`src/rtl/flash_bank_pkg.sv`:
```
package flash_bank_pkg;
    parameter int ADDR_W       = 22;
    parameter int SMALL_SHIFT  = 12;
    parameter int LARGE_SHIFT  = 15;
    parameter int EDGE_LARGE   = 15;
    parameter int MID_LARGE    = 48;
    parameter int BANK_W       = 2;
    parameter int GUARD_EACH   = 2;

    localparam int N_BOOT_SMALL = 1 << (LARGE_SHIFT - SMALL_SHIFT);
    localparam int UNIT_W       = ADDR_W - LARGE_SHIFT;
    localparam int SUB_W        = LARGE_SHIFT - SMALL_SHIFT;
    localparam int EDGE_UNITS   = EDGE_LARGE + 1;
    localparam int B1_START     = EDGE_UNITS;
    localparam int B2_START     = B1_START + MID_LARGE;
    localparam int B3_START     = B2_START + MID_LARGE;
    localparam int TOP_UNIT     = B3_START + EDGE_UNITS - 1;
    localparam int N_SECTORS    = 2 * (N_BOOT_SMALL + EDGE_LARGE) + 2 * MID_LARGE;
    localparam int SEC_W        = $clog2(N_SECTORS);

    typedef logic [ADDR_W-1:0] addr_t;
    typedef logic [BANK_W-1:0] bank_t;
    typedef logic [SEC_W-1:0]  sector_t;

    typedef struct packed {
        bank_t   bank;
        sector_t sector;
    } loc_t;

    typedef enum logic [1:0] {
        DEC_NONE,
        DEC_ACCEPT,
        DEC_BUSY,
        DEC_GUARDED
    } start_dec_t;

    function automatic loc_t locate(addr_t a);
        loc_t                 l;
        logic [UNIT_W-1:0]    unit;
        logic [SUB_W-1:0]     sub;
        unit = a[ADDR_W-1:LARGE_SHIFT];
        sub  = a[LARGE_SHIFT-1:SMALL_SHIFT];
        if (unit < UNIT_W'(B1_START))      l.bank = bank_t'(0);
        else if (unit < UNIT_W'(B2_START)) l.bank = bank_t'(1);
        else if (unit < UNIT_W'(B3_START)) l.bank = bank_t'(2);
        else                               l.bank = bank_t'(3);
        if (unit == '0)
            l.sector = SEC_W'(sub);
        else if (unit == UNIT_W'(TOP_UNIT))
            l.sector = SEC_W'(N_SECTORS - N_BOOT_SMALL) + SEC_W'(sub);
        else
            l.sector = SEC_W'(unit) + SEC_W'(N_BOOT_SMALL - 1);
        return l;
    endfunction

    function automatic logic is_guarded(sector_t s);
        return (s < SEC_W'(GUARD_EACH)) || (s >= SEC_W'(N_SECTORS - GUARD_EACH));
    endfunction
endpackage

```
`src/rtl/fba_locator.sv`:
```
module fba_locator
    import flash_bank_pkg::*;
(
    input  addr_t addr,
    output loc_t  loc
);
    always_comb loc = locate(addr);
endmodule

```
`src/rtl/fba_busy_tracker.sv`:
```
module fba_busy_tracker
    import flash_bank_pkg::*;
(
    input  logic  clk,
    input  logic  rst,
    input  logic  op_start,
    input  loc_t  op_loc,
    input  logic  op_finish,
    input  logic  wr_protect_n,
    output logic  busy,
    output bank_t busy_bank,
    output logic  op_ack,
    output logic  op_err
);
    start_dec_t dec;

    always_comb begin
        if (!op_start)                                       dec = DEC_NONE;
        else if (busy)                                       dec = DEC_BUSY;
        else if (!wr_protect_n && is_guarded(op_loc.sector)) dec = DEC_GUARDED;
        else                                                 dec = DEC_ACCEPT;
    end

    always_ff @(posedge clk) begin
        if (rst) begin
            busy      <= 1'b0;
            busy_bank <= '0;
            op_ack    <= 1'b0;
            op_err    <= 1'b0;
        end else begin
            op_ack <= (dec == DEC_ACCEPT);
            op_err <= (dec == DEC_BUSY) || (dec == DEC_GUARDED);
            if (dec == DEC_ACCEPT) begin
                busy      <= 1'b1;
                busy_bank <= op_loc.bank;
            end else if (op_finish) begin
                busy <= 1'b0;
            end
        end
    end
endmodule

```
`src/rtl/fba_read_router.sv`:
```
module fba_read_router
    import flash_bank_pkg::*;
(
    input  logic  rd_valid,
    input  bank_t rd_bank,
    input  logic  busy,
    input  bank_t busy_bank,
    output logic  rd_array_en,
    output logic  rd_use_status
);
    logic hit_busy;

    always_comb begin
        hit_busy      = busy && (rd_bank == busy_bank);
        rd_use_status = rd_valid && hit_busy;
        rd_array_en   = rd_valid && !hit_busy;
    end
endmodule

```
`src/rtl/flash_bank_arbiter.sv`:
```
module flash_bank_arbiter
    import flash_bank_pkg::*;
(
    input  logic              clk,
    input  logic              rst,
    input  logic              rd_valid,
    input  logic [ADDR_W-1:0] rd_addr,
    input  logic              op_start,
    input  logic [ADDR_W-1:0] op_addr,
    input  logic              op_finish,
    input  logic              wr_protect_n,
    output logic [BANK_W-1:0] rd_bank,
    output logic [SEC_W-1:0]  rd_sector,
    output logic              rd_array_en,
    output logic              rd_use_status,
    output logic              idle,
    output logic [BANK_W-1:0] busy_bank,
    output logic              op_ack,
    output logic              op_err
);
    loc_t  rd_loc;
    loc_t  op_loc;
    logic  busy;
    bank_t bb;
    sector_t op_sector;

    fba_locator u_rd_loc (.addr(rd_addr), .loc(rd_loc));
    fba_locator u_op_loc (.addr(op_addr), .loc(op_loc));

    fba_busy_tracker u_track (
        .clk(clk), .rst(rst), .op_start(op_start), .op_loc(op_loc),
        .op_finish(op_finish), .wr_protect_n(wr_protect_n),
        .busy(busy), .busy_bank(bb), .op_ack(op_ack), .op_err(op_err)
    );

    fba_read_router u_route (
        .rd_valid(rd_valid), .rd_bank(rd_loc.bank), .busy(busy), .busy_bank(bb),
        .rd_array_en(rd_array_en), .rd_use_status(rd_use_status)
    );

    assign rd_bank   = rd_loc.bank;
    assign rd_sector = rd_loc.sector;
    assign idle      = !busy;
    assign busy_bank = bb;
    assign op_sector = op_loc.sector;
endmodule

```
`config.mk`:
```
export PLATFORM = sky130hd
export DESIGN_NAME = flash_bank_arbiter
export DESIGN_NICKNAME = d
export VERILOG_FILES = /design/src/rtl/flash_bank_pkg.sv /design/src/rtl/fba_locator.sv /design/src/rtl/fba_busy_tracker.sv /design/src/rtl/fba_read_router.sv /design/src/rtl/flash_bank_arbiter.sv
export SDC_FILE = /design/constraint.sdc
export NUM_CORES = 1
export LEC_CHECK = 0
export BUFFER_PORTS_ARGS = -buffer_cell sky130_fd_sc_hd__buf_2
export CORE_AREA = 2 2 46 52
export DETAILED_ROUTE_END_ITERATION = 7
export DIE_AREA = 0 0 48 54
export GPL_ROUTABILITY_DRIVEN = 0
export GPL_TIMING_DRIVEN = 0
export PLACE_DENSITY = 0.79
export SLEW_MARGIN = 5
export SYNTH_ARGS = -nofsm -noshare
export SYNTH_HDL_FRONTEND = slang
export SYNTH_SLANG_ARGS = --single-unit
```
`constraint.sdc`:
```
create_clock -name clk -period 2.6 [get_ports clk]
set_clock_uncertainty 0.1 [all_clocks]
set_input_delay 0.39 -clock clk [delete_from_list [all_inputs] [get_ports clk]]
set_output_delay 0.39 -clock clk [all_outputs]
set_load 0.02 [all_outputs]
```
==> results of run 1 <==
[sequential cells by signal, indices dropped and copies added (netlist names)]
| register | count |
|---|---|
| u_track.busy | 1 |
| u_track.busy_bank | 2 |
| u_track.op_ack | 1 |
| u_track.op_err | 1 |
[per-layer routing]
metal  track usage, %  up-vias  routed length (um)
li1                 -      473                   -
met1             14.1      417                 736
met2             32.4       54                1050
met3            0.336        0                 144
met4             1.35        0                   0
met5                0        -                   0
[logic make-up after synthesis]
logic type | after synthesis
and+or+nand+nor | 50
AOI/OAI and AO/OA | 27
buffers and inverters | 13
xor gates and xnor gates | 7
adders and majority gates | 7
DFF | 5
[Yosys cell counts, types with 2 or more instances]
cell      count
o21ai_0       4
or3_1         2
dfxtp_1       5
nor2_1       12
xnor2_1       4
nand2_1      14
nor3_1        6
clkbuf_1      2
o31ai_1       2
o21a_1        2
a31oi_1       2
nand3_1       4
xor2_1        3
ha_1          6
inv_1        11
a21oi_1       7
nand2b_1      3
[cell type report]
cell class                 count  area (um^2)
fill                         213         1130
multi-input combinational     91          593
timing repair buffer          41          205
sequential                     5          100
inverter                      11         41.3
tap                           30         37.5
clock buffer                   4         26.3
buffer                         2         7.51
[per-stage QoR]
stage | setup WS, ns | hold WS, ns | total power [uW] | cell area, um^2
2_1_floorplan | 0.488 | 0.359 | 180 | 742
3_3_place_gp | 0.269 | 0.434 | 236 | 985
3_5_place_dp | 0.220 | 0.469 | 242 | 985
4_1_cts | 0.395 | 0.297 | 330 | 1010
5_1_grt | 0.264 | 0.309 | 353 | 1010
6_report | 0.400 | 0.298 | 328 | 1010
[worst register-to-register path, delay by kind of cell, from the launching register on]
kind            cells  cell delay (ns)
flops               1             0.35
compound gates      1             0.33
simple gates        3             0.40
[power breakdown]
group | internal [uW] | total, uW | switching (uW) | leakage (uW)
combinational | 62.8 | 154 | 90.9 | 0.000463
clock | 57.9 | 87.2 | 29.3 | 0.0000150
sequential | 82.1 | 86.8 | 4.64 | 0.0000413
[worst paths after layout]
check	from	endpoint	slack (ns)	depth (start not counted)
min	rst	u_track.busy_bank[0]$_SDFFE_PP0N_	0.30	2
max	rd_addr[15]	rd_sector[1]	0.40	8
min reg2reg	u_track.busy$_SDFFE_PP0P_	u_track.busy$_SDFFE_PP0P_	0.46	2
max reg2reg	u_track.busy$_SDFFE_PP0P_	u_track.busy_bank[0]$_SDFFE_PP0N_	1.32	4
==> flow_metrics.py, run 1 <==
metrics = {
    "status": {
        "status": "completed",
    },
    "global_routing": {
        "grt_pass1_vias": 769,
        "antenna_found_initial": 0,
        "grtUsageTotal_pct": 14.6,
        "grt_overflow": 0,
        "grt_max_degree": 8,
        "grt_pass1_wl_um": 2860,
    },
    "clock_network": {
        "cts_buffer_depth": 2,
        "clk_pin_slew_ns": 0.05,
        "cts_buffers": 3,
        "clock_latency_ns": 0.23,
        "cts_resized": 0,
        "postCtsHoldBufs": 0,
        "clock_sinks": 5,
        "cts_setup_buffers": 0,
        "clock_tree.root_cell": "clkbuf_4",
        "htreeDepth": 1,
        "cts_tree": "yes",
    },
    "route": {
        "routed_via_density": 5.13,
        "wl_per_cell_um": 10.5,
        "ant_nets": 0,
        "drc": 0,
        "vias": 944,
        "drt-initial-drc-count": 22,
        "wl_um": 1930,
        "drtPass1Iterations": 4,
    },
    "floorplan": {
        "die_y_um": 54,
        "dieArea_um2": 2590,
        "io_pins": 67,
        "fp-row-count": 18,
        "core_um2": 2140,
        "initial_core_util_pct": 34.7,
        "die_width_um": 48,
    },
    "critical_path": {
        "critical_path_class": "input pin to output pin",
        "critPathArrivalTime_ns": 1.71,
        "cp.buffers_inverters": 3,
        "path_delay_family": "buffers and inverters",
        "path_cells": "buf_2 > ha_1 > nand2_1 > or3_1 > clkbuf_1 > a211oi_1 > a31o_2 > buf_2",
        "worstPathRequired_ns": 2.11,
        "cpPeakStageDelay_ns": 0.30,
        "slowest_stage": "or3_1",
        "cp-end-kind": "output pin",
        "crit_fanout": 7,
        "startpoint_type": "input pin",
        "crit_top_cell": "buf_2",
    },
    "logic_synthesis": {
        "synth_top_area_cell": "dfxtp_1",
        "ys_warn_count": 0,
        "synth_top_family_by_area": "simple AND/OR/NAND/NOR gates",
        "synth-edff-count": 0,
        "synth_flop_cell": "dfxtp_1",
        "synthXorXnorAreaFrac_pct": 8.26,
        "synthTopCellsByArea": "dfxtp_1 13%, ha_1 10%, nand2_1 7.1%",
        "synthArstFlopShare_pct": 0,
        "synth-compound-area-share_pct": 26.5,
        "synth_seq_area_share_pct": 13.5,
        "yosys.area.top_type_share_pct": 13.5,
        "synth_mux_area_share_pct": 0,
        "yosys.area_share.simple_pct": 33.7,
        "synthesis.area_um2": 742,
        "synthDistinctLibCells": 37,
        "synth_seq_cells": 5,
        "synthAdderAreaFrac_pct": 11.5,
        "synth_cells": 109,
        "syn_avg_cell_area_um2": 6.81,
        "syn_nets": 165,
    },
    "final_layout": {
        "layout_commonest_cell": "buf_2",
        "area_delta_synth_final_pct": 36.3,
        "final_cell_mix": "41 x buf_2, 14 x nand2_1, 12 x nor2_1",
        "final_util_pct": 47.3,
        "fin_nets": 211,
        "n_antenna_cell": 0,
        "layout-drive-gt1-share_pct": 33.8,
        "stdcell_count": 184,
    },
    "sta": {
        "tns_ns": 0,
        "worstMarginPinSlew_ns": 0.387,
        "slew_viol_final": 0,
        "period_needed_ns": 2.20,
        "rsz0062_at_grt": "false",
        "fin_crit_sh_pct": 84.6,
        "fmax_mhz": 455,
        "finalSetupViolCount": 0,
        "hold_viol": 0,
        "max_slew_margin_pct": 74.0,
    },
    "run": {
        "timing.max_cap.violations": 0,
    },
    "power": {
        "power.leakage_uw": 0.000520,
        "power_density_nw_per_um2": 324,
        "ir_worst_vdd_mv": 0.146,
    },
    "min_path": {
        "hold_class": "input pin to flip-flop",
    },
    "placed_design": {
        "dp.cells": 180,
        "io_buffers": 41,
        "dp_hpwl_um": 1620,
    },
}
Power figures use the tool's default switching activity.
==> inputs of run 2 (changes only) <==
ABC_AREA = 1   (was default)
CORE_AREA = 2 2 51 57   (was 2 2 46 52)
DIE_AREA = 0 0 53 59   (was 0 0 48 54)
PLACE_DENSITY = 0.75   (was 0.79)
clock period = 1.9 ns   (was 2.6 ns; I/O delays follow)
==> run 2 against run 1 <==
Compared with the run above: total power grew 43%; core utilization decreased by 0.58 points; synthesized cell count increased by 44%; register-to-register slack worse by 0.46 ns; critical path depth grew 1; sequential power rose by 34%; area after synthesis rose by 19%; setup slack worse by 0.27 ns; routed wire length increased by 4.0%; first-iteration DRC count is 27% lower; die area grew 21%; count of clock-buffer cells in the layout unchanged; largest power group unchanged; highest routed layer is now met4.
==> flow_metrics.py, run 2 <==
metrics = {
    "global_routing": {
        "grt_overflow": 0,
        "antenna_found_initial": 0,
        "grtUsageTotal_pct": 13.9,
        "grt_max_degree": 9,
        "grt_pass1_wl_um": 3390,
        "grt_pass1_vias": 924,
    },
    "clock_network": {
        "clock_sinks": 5,
        "clock_tree.root_cell": "clkbuf_4",
        "clk_pin_slew_ns": 0.04,
        "htreeDepth": 1,
        "cts_tree": "yes",
        "clock_latency_ns": 0.24,
        "cts_buffer_depth": 2,
        "cts_buffers": 3,
    },
    "sta": {
        "slew_viol_final": 0,
        "fin_crit_sh_pct": 93.1,
        "fmax_mhz": 565,
        "worstMarginPinSlew_ns": 0.260,
        "period_needed_ns": 1.77,
        "holdWs_ns": 0.136,
        "setup_ws_ns": 0.130,
        "max_slew_margin_pct": 82.6,
        "rsz0062_at_grt": "false",
        "hold_viol": 0,
        "finalSetupViolCount": 0,
    },
    "critical_path": {
        "cp-end-kind": "output pin",
        "critical_path_class": "input pin to output pin",
        "r2r_start": "u_track.busy$_SDFFE_PP0P_",
        "path_cells": "buf_2 > inv_1 > ha_1 > nand2_1 > nor3_2 > inv_2 > o211ai_1 > o21ai_0 > buf_2",
        "crit_fanout": 7,
        "worstPathRequired_ns": 1.51,
        "r2r_setup_slack_ns": 0.86,
        "cpPeakStageDelay_ns": 0.18,
        "worstReg2RegEnd": "u_track.busy$_SDFFE_PP0P_",
        "critPathLaunch": "rd_addr[15]",
        "slowest_stage": "nor3_2",
        "worstRegToRegCells": 3,
        "crit_top_cell": "buf_2",
        "critPathArrivalTime_ns": 1.38,
        "startpoint_type": "input pin",
        "crit_path_end": "rd_sector[2]",
    },
    "logic_synthesis": {
        "syn_nets": 213,
        "synth_cells": 157,
        "synth_seq_cells": 5,
        "synthArstFlopShare_pct": 0,
        "synth_seq_area_share_pct": 11.3,
        "synth-edff-count": 0,
        "synthTopCellsByArea": "nand2_1 15%, inv_1 14%, dfxtp_1 11%",
        "yosys.area.top_type_share_pct": 15.3,
        "synth_flop_cell": "dfxtp_1",
        "synthDistinctLibCells": 27,
        "synth_top_area_cell": "nand2_1",
        "synthesis.area_um2": 885,
        "ys_top_cells_by_count": "36 x nand2_1, 33 x inv_1, 15 x nor2_1",
        "ys_warn_count": 0,
        "yosys.cell_count.top_type": "nand2_1",
        "syn_avg_cell_area_um2": 5.63,
    },
    "final_layout": {
        "layout-drive-gt1-share_pct": 31.2,
        "final_area_um2": 1160,
        "final_cell_mix": "41 x buf_2, 36 x nand2_1, 32 x inv_1",
        "largest-register": "u_track.busy_bank",
        "fillCellCount": 289,
        "layout_commonest_cell": "buf_2",
        "n_antenna_cell": 0,
        "largest_register_ffs": 2,
        "fin_nets": 259,
        "final_util_pct": 46.7,
        "area_delta_synth_final_pct": 31.7,
    },
    "route": {
        "drt-initial-drc-count": 16,
        "drtPass1Iterations": 4,
        "drc": 0,
        "routed_via_density": 4.67,
        "ant_nets": 0,
        "vias": 1089,
        "wl_um": 2010,
        "wl_per_cell_um": 8.61,
    },
    "power": {
        "swShare_pct": 40.4,
        "power.total_uw": 467,
        "pwr-share-clk_pct": 25.4,
        "p_int_uw": 278,
        "power_density_nw_per_um2": 401,
        "combPwrFrac_pct": 49.7,
        "power.leakage_uw": 0.000715,
        "power_switching_uw": 189,
        "seq_power_share_pct": 24.8,
        "ir_worst_vdd_mv": 0.222,
    },
    "floorplan": {
        "die_y_um": 59,
        "io_pins": 67,
        "dieArea_um2": 3130,
        "fp-row-count": 19,
        "die_width_um": 53,
        "core_um2": 2500,
        "initial_core_util_pct": 35.4,
    },
    "placed_design": {
        "placed_cell_area_um2": 1120,
        "dpl_worst_slack_ns": -0.0861,
        "dp_hpwl_um": 1680,
        "io_buffers": 40,
    },
    "status": {
        "status": "completed",
    },
    "run": {
        "timing.max_cap.violations": 0,
    },
    "min_path": {
        "hold_class": "input pin to flip-flop",
    },
}
-- run 2: cell types whose count changed in the layout (fill, tap and decap cells not counted), moves of 3 or more --
| cell | change |
|---|---|
| nand2b_1 | -3 |
| inv_2 | +6 |
| xnor2_1 | -3 |
| inv_1 | +21 |
| nand3_1 | +8 |
| nand4_1 | +8 |
| nand2_2 | +3 |
| nor3_1 | -6 |
| nand2_1 | +22 |
-- run 2: power by group through the flow --
stage / clock network (uW) / registers, uW / logic, uW
2_1_floorplan: 0 / 125 / 143
3_3_place_gp: 0 / 118 / 228
3_5_place_dp: 0 / 118 / 231
4_1_cts: 124 / 116 / 232
5_1_grt: 140 / 117 / 263
6_report: 119 / 116 / 232
-- run 2: critical path: cells and delay by family --
kind	cells	cell delay (ns)
AO/OA/AOI/OAI	2	0.19
adder cells (fa/ha/maj)	1	0.17
buffers and inverters	4	0.44
AND/OR/NAND/NOR	2	0.29
-- run 2: worst min path at each step --
| stage | startpoint | endpoint | slack, ns | cells past startpoint |
|---|---|---|---|---|
| final | rst | u_track.busy$_SDFFE_PP0P_ | 0.14 | 2 |
| after global routing | rst | u_track.op_ack$_SDFF_PP0_ | 0.13 | 2 |
| after CTS | rst | u_track.busy$_SDFFE_PP0P_ | 0.13 | 2 |
| after detailed placement | rst | u_track.busy$_SDFFE_PP0P_ | 0.38 | 2 |
| after global placement | rst | u_track.busy$_SDFFE_PP0P_ | 0.38 | 2 |
| after floorplan | rst | u_track.busy$_SDFFE_PP0P_ | 0.25 | 1 |
-- run 2: metal layers --
layer / vias up / share of wire, % / GRT usage (%)
li1: 586 / - / -
met1: 465 / 44 / 15.9
met2: 34 / 48 / 24.3
met3: 4 / 6.7 / 2.78
met4: 0 / 1.7 / 6.59
met5: - / 0 / 0
-- run 2: layout make-up --
class	count	area [um^2]	share of cell area, %
Multi-Input combinational cell	112	641	55.0
Tap cell	31	38.8	3.33
Clock buffer	4	26.3	2.26
Inverter	38	143	12.2
Sequential cell	5	100	8.59
Buffer	2	8.76	0.752
Timing Repair Buffer	41	208	17.8
-- run 2: cell families (layout without fill, tap and decap cells) --
group / after synthesis / after routing / share of synthesized area [%]
xor gates and xnor gates: 4 / 4 / 3.96
AOI/OAI and AO/OA: 17 / 17 / 10.7
adders and majority gates: 6 / 6 / 8.49
buffers and inverters: 40 / 85 / 17.1
DFF: 5 / 5 / 11.3
and+or+nand+nor: 85 / 85 / 48.4
-- run 2: metrics by stage --
stage,cells,TNS (ns)
after global routing,233,0
after detailed placement,228,-0.173
after global placement,228,-0.0722
after floorplan,157,0
after CTS,232,0
final,233,0
-- run 2: what timing repair did --
| item | in CTS | in global routing |
|---|---|---|
| resized for setup | 0 | 3 |
| setup endpoints to repair | 0 | 6 |
| setup buffers | 0 | 1 |
| hold buffers | 0 | 0 |
